File: src/rtl/qd_pkg.sv
package qd_pkg;
  typedef enum logic [1:0] {
    IDX_EVERY  = 2'b00,
    IDX_OFF_A  = 2'b01,
    IDX_FIRST  = 2'b10,
    IDX_OFF_B  = 2'b11
  } idx_mode_e;
endpackage

File: src/rtl/qd_sync.sv
// Multi-stage synchronizer per bit, plus a one-cycle delayed copy for edge detection.
module qd_sync #(
  parameter int WIDTH  = 3,
  parameter int STAGES = 2
) (
  input  logic             clk,
  input  logic             rst,
  input  logic [WIDTH-1:0] raw_i,
  output logic [WIDTH-1:0] sync_o,
  output logic [WIDTH-1:0] dly_o
);
  for (genvar i = 0; i < WIDTH; i++) begin : g_bit
    logic [STAGES-1:0] chain;
    always_ff @(posedge clk) begin
      if (rst) chain <= '0;
      else     chain <= {chain[STAGES-2:0], raw_i[i]};
    end
    assign sync_o[i] = chain[STAGES-1];
  end

  always_ff @(posedge clk) begin
    if (rst) dly_o <= '0;
    else     dly_o <= sync_o;
  end
endmodule

File: src/rtl/qd_step_decode.sv
// Gray-code step decode of the phase pair; bit 1 is A, bit 0 is B.
module qd_step_decode (
  input  logic [1:0] cur_i,
  input  logic [1:0] prev_i,
  output logic       step_o,
  output logic       up_o,
  output logic       bad_o
);
  logic [1:0] chg;
  always_comb begin
    chg    = cur_i ^ prev_i;
    step_o = ^chg;
    bad_o  = &chg;
    up_o   = (prev_i[1] == cur_i[0]);
  end
endmodule

File: src/rtl/qd_index_unit.sv
// Index event pairing window, reset-mode policy and sticky first-index marker.
module qd_index_unit #(
  parameter int WIN = 3
) (
  input  logic       clk,
  input  logic       rst,
  input  logic       idx_rise_i,
  input  logic       step_i,
  input  logic [1:0] mode_i,
  input  logic       clr_i,
  output logic       apply_o,
  output logic       zero_o,
  output logic       flag_o
);
  import qd_pkg::*;
  localparam int CW = $clog2(WIN + 1);

  logic [CW-1:0] win_cnt;
  logic          open_win;
  logic          last_cyc;
  idx_mode_e     mode;

  always_comb begin
    mode     = idx_mode_e'(mode_i);
    open_win = idx_rise_i || (win_cnt != '0);
    last_cyc = idx_rise_i ? (WIN == 1) : (win_cnt == CW'(WIN - 1));
    apply_o  = open_win && (step_i || last_cyc);
    unique case (mode)
      IDX_EVERY: zero_o = apply_o;
      IDX_FIRST: zero_o = apply_o && !flag_o;
      default:   zero_o = 1'b0;
    endcase
  end

  always_ff @(posedge clk) begin
    if (rst)                  win_cnt <= '0;
    else if (apply_o)         win_cnt <= '0;
    else if (idx_rise_i)      win_cnt <= CW'(1);
    else if (win_cnt != '0)   win_cnt <= win_cnt + CW'(1);
  end

  always_ff @(posedge clk) begin
    if (rst)          flag_o <= 1'b0;
    else if (apply_o) flag_o <= 1'b1;
    else if (clr_i)   flag_o <= 1'b0;
  end
endmodule

File: src/rtl/qd_position_decoder.sv
module qd_position_decoder #(
  parameter int CNT_W       = 32,
  parameter int SYNC_STAGES = 2,
  parameter int IDX_WIN     = 3
) (
  input  logic             clk,
  input  logic             rst,
  input  logic             phase_a_in,
  input  logic             phase_b_in,
  input  logic             index_in,
  input  logic [1:0]       idx_mode,
  input  logic             flag_clr,
  output logic [CNT_W-1:0] position,
  output logic             first_idx_flag,
  output logic             phase_err
);
  localparam int NIN = 3;

  logic [NIN-1:0] s_cur, s_prev;
  logic step_en, step_up, step_bad;
  logic idx_rise, idx_apply, idx_zero;

  qd_sync #(.WIDTH(NIN), .STAGES(SYNC_STAGES)) u_sync (
    .clk(clk), .rst(rst),
    .raw_i({phase_a_in, phase_b_in, index_in}),
    .sync_o(s_cur), .dly_o(s_prev)
  );

  qd_step_decode u_dec (
    .cur_i(s_cur[2:1]), .prev_i(s_prev[2:1]),
    .step_o(step_en), .up_o(step_up), .bad_o(step_bad)
  );

  assign idx_rise = s_cur[0] && !s_prev[0];

  qd_index_unit #(.WIN(IDX_WIN)) u_idx (
    .clk(clk), .rst(rst), .idx_rise_i(idx_rise), .step_i(step_en),
    .mode_i(idx_mode), .clr_i(flag_clr),
    .apply_o(idx_apply), .zero_o(idx_zero), .flag_o(first_idx_flag)
  );

  always_ff @(posedge clk) begin
    if (rst)           position <= '0;
    else if (idx_zero) position <= '0;
    else if (step_en)  position <= position + (step_up ? CNT_W'(1) : {CNT_W{1'b1}});
  end

  always_ff @(posedge clk) begin
    if (rst)           phase_err <= 1'b0;
    else if (step_bad) phase_err <= 1'b1;
    else if (flag_clr) phase_err <= 1'b0;
  end
endmodule

File: config.mk
export PLATFORM = sky130hd
export DESIGN_NAME = qd_position_decoder
export DESIGN_NICKNAME = d
export VERILOG_FILES = /design/src/rtl/qd_pkg.sv /design/src/rtl/qd_sync.sv /design/src/rtl/qd_step_decode.sv /design/src/rtl/qd_index_unit.sv /design/src/rtl/qd_position_decoder.sv
export SDC_FILE = /design/constraint.sdc
export NUM_CORES = 1
export LEC_CHECK = 0
export ABC_CLOCK_PERIOD_IN_PS = 5300
export BUFFER_PORTS_ARGS = -buffer_cell sky130_fd_sc_hd__buf_2
export CAP_MARGIN = 20
export CORE_ASPECT_RATIO = 1.25
export CORE_MARGIN = 2
export CORE_UTILIZATION = 61
export CTS_BUF_LIST = sky130_fd_sc_hd__clkbuf_4
export DETAILED_ROUTE_END_ITERATION = 12
export HOLD_SLACK_MARGIN = 0.05
export PLACE_DENSITY = 0.95
export RECOVER_POWER = 50
export SKIP_CTS_REPAIR_TIMING = 1
export SLEW_MARGIN = 20
export SYNTH_ARGS = -nofsm -noshare
export SYNTH_HDL_FRONTEND = slang
export SYNTH_SLANG_ARGS = --single-unit
File: constraint.sdc
create_clock -name clk -period 5.3 [get_ports clk]
set_clock_uncertainty 0.15 [all_clocks]
set_input_delay 1.06 -clock clk [delete_from_list [all_inputs] [get_ports clk]]
set_output_delay 1.06 -clock clk [all_outputs]
set_load 0.1 [all_outputs]
==> summary.md, run 1 <==
| Metric | Value |
|---|---|
| Vias post-DR | `3293` |
| Vias per inst | `6.46` |
| Height of the die | `87.3 microns` |
| Number of flops mapped to enable cells by yosys | `0` |
| Multi-input gate area | `0.00236 sq mm` |
| Synth Flop Type | `dfxtp_1` |
| Global-route wire length before repair | `about 14 mm` |
| Top Ports | `42` |
| # DRC | `0` |
| Most frequent cells in the layout | `45 x dfxtp_1, 40 x a21oi_1, 36 x ha_1` |
| Initial antenna violation count | `0` |
| Worst path cell trace | `xor2_2, buf_4, inv_1, fa_1, nand2b_1, a21oi_1, nor3_1, or3_4, a21oi_2, nor3_1, or4b_1, nand3_1` |
| CTS tree | `yes` |
| CP endpoint kind | `register` |
| Final period utilization | `0.733` |
| Syn_area_per_cell | `around 8.4 sq um` |
| Final Max Tran Viols | `0` |
| RSZ-0062 raised after global routing | `false` |
| Post-synthesis sequential area ratio | `0.266` |
| Clk slew on worst S/H paths | `0.15 ns` |
| Max VDD drop | `0.164 mV` |
| Die X | `70.7 microns` |
| Number of fill cells | `461` |
| Clock buffer count from CTS | `5` |
| Largest delay share family, worst path | `simple AND/OR/NAND/NOR gates` |
| Drt first pass iters | `6` |
| Cell count after placement | `502` |
| Vias in the first global route | `3055` |
| Die footprint | `0.00617 sq mm` |
| CP max stage delay | `between 0.6 and 0.7 ns` |
| CP required | `5.49 ns` |
| Pwr dens | `285 mW/mm^2` |
| Wire per inst | `16.0 microns` |
| Synth Instances | `403` |
| Fin area | `0.00368 sq mm` |
| Ant. Diodes | `0` |
| Clock Sink Count | `45` |
| Least-Margin Pin Slew | `approximately 1.2 ns` |
| F_max | `257 MHz` |
| Worst hold-check path type | `register to register` |
| Cell Rows | `30` |
| Crit-path most repeated cell | `nor3_1` |
| Antenna-violating nets left | `0` |
| Register bit total from synthesis | `45` |
| Post-Route WL | `about 8.1 mm` |
| Crit path kind | `register to register` |
| Fin. Hold Viols | `0` |
| Gr ovfl total | `0` |
| Final setup violation count | `0` |
| Initial Util | `0.627` |
| Crit-path max FO | `15` |
| Number of DRC markers in iteration 0 | `210` |
| IO Port Bufs | `~40` |
| Worst slew margin | `0.213` |
| Fin nets | `490` |
| Largest net degree at the start of global routing | `20` |
| Status | `finished clean` |
| Clock root cell | `clkbuf_4` |
| Max_cap viols | `0` |
| Leak | `approximately 1.7 nW` |
| Setup TNS | `0 ns` |
| Post-Syn Area | `0.00339 sq mm` |
| Clock buffer depth | `2` |
| Post-DP HPWL | `around 6 mm` |
| GP Congestion | `about 0.93` |
| Syn Nets | `448` |
| Worst setup SP type | `register` |
| Clk Latency, worst-skew pair | `roughly 0.38 ns` |
| Placeable core area | `0.00541 sq mm` |
| Min cycle time layout | `3.89 ns` |
| Worst path arrival time | `approximately 4.1 ns` |
| Overall Global Routing Usage | `0.269` |
| Yosys cell types | `slightly above 60` |
| P&R area growth vs syn | `8.76%` |
| Crit path max-delay cell type | `xor2_2` |
| Synth warn | `0` |
| Most common cell after layout, fill and taps aside | `dfxtp_1` |
| Async SR Flop Fraction | `0` |
| CTS H-tree depth | `2` |
| Final Util | `0.681` |
| Fraction of layout cells with a size suffix above 1 | `0.0942` |
| Storage cell area | `901 sq um` |
| Final instance count without filler cells | `510` |
| Post-DP Area | `0.00363 sq mm` |
| Worst path bufs/invs | `2` |
-- sequential cells by signal (all words and copies together), names as in the netlist --
name                flops
u_idx.win_cnt           2
position               32
u_sync.g_bit.chain      6
u_idx.flag_o            1
phase_err               1
u_sync.dly_o            3
-- routing by layer --
layer,GRT usage,share of wire,vias to the layer above
met3,0.0463,0.062,34
li1,-,-,1581
met4,0.106,0.028,0
met1,0.296,0.41,1531
met5,0,0,-
met2,0.509,0.50,147
-- report_power, final --
group	total (mW)	switching, mW	internal (mW)
Sequential	0.391	0.0242	0.367
Combinational	0.428	0.315	0.113
Clock	0.233	0.129	0.103
-- cell type report --
class                      count  share of cell area
multi-input combinational    335               0.642
sequential                    45               0.245
timing repair buffer          45              0.0547
tap                           64              0.0217
clock inverter                 3              0.0136
inverter                      13              0.0132
clock buffer                   5              0.0102
-- final timing paths --
path                                                from                  endpoint  slack, ns  depth (start not counted)
worst max-delay path            u_sync.g_bit[1].chain[1]              position[30]       1.41                         12
worst min register to register  u_sync.g_bit[2].chain[0]  u_sync.g_bit[2].chain[1]       0.30                          1
worst max register to register  u_sync.g_bit[1].chain[1]              position[30]       1.41                         12
worst min-delay path            u_sync.g_bit[2].chain[0]  u_sync.g_bit[2].chain[1]       0.30                          1
-- synthesized netlist by cell type, types with 11 or more instances --
library cell	n	area, sq um
nor2_1	34	128
a211oi_1	11	82.6
dfxtp_1	45	901
nand3_1	11	55.1
ha_1	36	450
xor2_1	13	114
o21ai_0	17	85.1
xnor2_1	12	105
inv_1	12	45.0
a21o_1	14	105
nor3_1	14	70.1
a21oi_1	40	200
mux2i_1	15	150
nand2_1	24	90.1
nor2b_1	12	75.1
-- metrics by stage --
| step | hold slack [ns] | power [mW] | setup WS, ns |
|---|---|---|---|
| CTS | 0.316 | 1.06 | 1.49 |
| global placement | 0.272 | 0.811 | 1.63 |
| global route | 0.327 | 1.10 | 1.15 |
| finish | 0.301 | 1.05 | 1.41 |
| floorplan | 0.264 | 0.756 | 0.972 |
| detailed placement | 0.283 | 0.824 | 1.53 |
-- cells by family after synthesis --
kind of cell / Yosys count / share of synthesized area
DFF: 45 / 0.266
AOI/OAI and AO/OA: 122 / 0.238
muxes: 17 / 0.0510
and+or+nand+nor: 134 / 0.204
adders and majority gates: 37 / 0.139
buffers and inverters: 23 / 0.0380
xor gates and xnor gates: 25 / 0.0646
No activity file was read; power rests on OpenSTA's default activity.
==> run 2: changes to the inputs <==
- ABC_AREA: not set -> 1
- ABC_CLOCK_PERIOD_IN_PS: 5300 -> 4070
- CORE_UTILIZATION: 61 -> 62
- clock period: 5.3 -> 4.07 ns (I/O delays scaled with it)
==> run 2 against run 1 <==
Net effect:
- clock-buffer cell count unchanged
- final area increased by 22%
- die area increased by 19%
- synthesized cell count increased by 83%
- sequential power increased by 45%
- clock power increased by 35%
- via count increased by 30%
- utilization increased by 0.74 points
- hold slack got worse by 0.032 ns
- maximum frequency increased by 18%
- first-iteration DRC count increased by 4.3%
==> summary.md, run 2 <==
| Metric | Value |
|---|---|
| Status | `finished clean` |
| Clock buffer depth | `2 (unchanged)` |
| Final setup violation count | `0 (unchanged)` |
| Drt first pass iters | `5 (-1)` |
| Gr ovfl total | `0 (unchanged)` |
| Async SR Flop Fraction | `0 (unchanged)` |
| Clock Sink Count | `45 (unchanged)` |
| Final Util | `0.689 (+0.00743)` |
| Register bit total from synthesis | `45 (unchanged)` |
| Fraction of layout cells with a size suffix above 1 | `0.0565 (-0.0377)` |
| Worst setup SP type | `register` |
| CP endpoint kind | `register` |
| Yosys cell types | `30 (-52%)` |
| Post-Syn Area | `0.00415 sq mm (+23%)` |
| Most frequent cells in the layout | `242 x nand2_1, 161 x inv_1, 107 x nor2_1` |
| Crit-path most repeated cell | `nand2_1` |
| IO Port Bufs | `41 (unchanged)` |
| Main area contributors after synthesis | `nand2_1 22%, dfxtp_1 22%, inv_1 15%` |
| Top Ports | `42 (unchanged)` |
| Area leader, netlist | `nand2_1` |
| Global-route wire length before repair | `16.8 mm (+24%)` |
| Synth warn | `0 (unchanged)` |
| CTS tree | `yes` |
| Final period utilization | `0.808 (+0.0748)` |
| Max VDD drop | `0.304 mV (+85%)` |
| Largest registers | `position (32), u_sync.g_bit.chain (6), u_sync.dly_o (3)` |
| Synth top cells by count | `243 x nand2_1, 161 x inv_1, 107 x nor2_1` |
| Met3 GRT Util | `0.0417 (-0.00463)` |
| Most Crowded Layer GR | `met2` |
| Synth Instances | `739 (+83%)` |
| Initial antenna violation count | `0 (unchanged)` |
| CTS H-tree depth | `2 (unchanged)` |
| Syn_area_per_cell | `5.62 sq um (-33%)` |
| Antenna-violating nets left | `0 (unchanged)` |
| Vias post-DR | `4291 (+30%)` |
| Number of flops mapped to enable cells by yosys | `0 (unchanged)` |
| Clk Latency, worst-skew pair | `0.39 ns (about the same)` |
| Vias in the first global route | `3922 (+28%)` |
| Share of the synthesized area in the top cell type | `0.220 (-0.0462)` |
| Placeable core area | `0.00652 sq mm (+21%)` |
| Largest net degree at the start of global routing | `51 (+160%)` |
| Number of DRC markers in iteration 0 | `219 (+4.3%)` |
| Wire per inst | `11.9 microns (-26%)` |
| # DRC | `0 (unchanged)` |
| Max reg flops | `32 (unchanged)` |
| P&R area growth vs syn | `8.29%` |
| RSZ-0062 raised after global routing | `false` |
| Leak | `2.78 nW (+67%)` |
| Setup TNS | `0 ns (unchanged)` |
| Total power | `1.89 mW (+79%)` |
| Syn Nets | `784 (+75%)` |
| Post-synthesis sequential area ratio | `0.217 (-0.0489)` |
| Post-DP Area | `0.00442 sq mm (+22%)` |
| Top reg by flops | `position` |
| CP required | `4.22 ns (-1.27 ns)` |
| Die X | `77.2 microns (+9.2%)` |
| Clock root cell | `clkbuf_4` |
| Fin. Hold Viols | `0 (unchanged)` |
| Initial Util | `0.636 (+0.00955)` |
| Fin nets | `823 (+68%)` |
| Min cycle time layout | `3.29 ns (-0.597 ns)` |
| Max_cap viols | `0 (unchanged)` |
| Final Max Tran Viols | `0 (unchanged)` |
| Synth Flop Type | `dfxtp_1` |
| Fin area | `0.00449 sq mm (+22%)` |
| Worst path cell trace | `or2_2, nand2_1, clkinv_1, buf_16, ha_1, nand2_1, nor2_1, and2_1, nand2_1, nand2_2, nand2_1, nand3_1, nand3_1, nand2_1, inv_1` |
| Met2 GRT Util | `0.520 (+0.0101)` |
| Ant. Diodes | `0 (unchanged)` |
| Worst slew margin | `0.222 (+0.00972)` |
| Met1 Use GR | `0.332 (+0.0356)` |
| Overall Global Routing Usage | `0.284 (+0.0151)` |
| Hold WS | `0.269 ns (-0.0317 ns)` |
| Post-DP HPWL | `8.12 mm (+36%)` |
| Crit-path max FO | `23 (+8)` |
| Crit path max-delay cell type | `clkinv_1` |
| Worst hold-check path type | `register to register` |
| Count leader, synth | `nand2_1` |
| Vias per inst | `4.95 (-23%)` |
| Cell Rows | `33 (+10%)` |
| Die footprint | `0.00737 sq mm (+19%)` |
| Height of the die | `95.5 microns (+9.4%)` |
| Pwr dens | `420 mW/mm^2 (+47%)` |
| Clk slew on worst S/H paths | `0.16 ns (about the same)` |
| Most common cell after layout, fill and taps aside | `nand2_1` |
| Post-Route WL | `10.3 mm (+26%)` |
| Crit path kind | `register to register` |
| F_max | `304 MHz (+18%)` |
| Worst path arrival time | `3.44 ns (-0.64 ns)` |
| Clock buffer count from CTS | `5 (unchanged)` |
| CP max stage delay | `0.42 ns (-0.24 ns)` |
| Least-Margin Pin Slew | `1.17 ns (-0.0146 ns)` |
| GP Congestion | `0.931 (+0.32%)` |
## run 2: cell count changes after synthesis, moves of 12 or more
cell     before  now
nand2_1      24  243
nand3_1      11   39
nor2b_1      12    0
a21o_1       14    1
mux2i_1      15    0
inv_1        12  161
nor2_1       34  107
nor3_1       14    0
## run 2: layer usage
metal  wire (microns)  up-vias
met5                0        -
met4              337        0
met3              442       29
met2             4920       93
met1             4580     1889
li1                 -     2280
## run 2: stage by stage
stage          worst slack (ns)  instances
2_1_floorplan              1.41        739
3_3_place_gp              0.852        857
3_5_place_dp              0.802        857
4_1_cts                   0.772        865
5_1_grt                   0.564        866
6_report                  0.782        866
## run 2: path summary, 6_finish.rpt
path,startpoint,to,slack (ns),cells after the start
min reg2reg,u_sync.g_bit[0].chain[0],u_sync.g_bit[0].chain[1],0.27,2
min,u_sync.g_bit[0].chain[0],u_sync.g_bit[0].chain[1],0.27,2
max reg2reg,u_sync.g_bit[1].chain[1],position[22],0.78,15
max,u_sync.g_bit[1].chain[1],position[22],0.78,15
## run 2: worst max-delay path: cells and delay by family, from the launching register on
| family | cells | cell delay, ns |
|---|---|---|
| buffers and inverters | 3 | 0.78 |
| adders and majority gates | 1 | 0.37 |
| and+or+nand+nor | 11 | 1.51 |
| DFF | 1 | 0.37 |
## run 2: area by class of cell
cell class                 count  area [sq um]
clock inverter                 3          47.5
multi-input combinational    521          2580
timing repair buffer          43           206
tap                           87           109
clock buffer                   5          37.5
fill                         656          2030
inverter                     162           608
sequential                    45           901
## run 2: kinds of logic after synthesis
family	Yosys count	share of synthesized area
AND/OR/NAND/NOR	413	0.402
buffers and inverters	173	0.161
AO/OA/AOI/OAI	54	0.0705
flip-flops	45	0.217
adder cells (fa/ha/maj)	37	0.113
XOR/XNOR	17	0.0359
## run 2: report_power, final
group          internal, mW  switching, mW
clock network         0.134          0.181
registers             0.509         0.0560
logic                 0.228          0.777
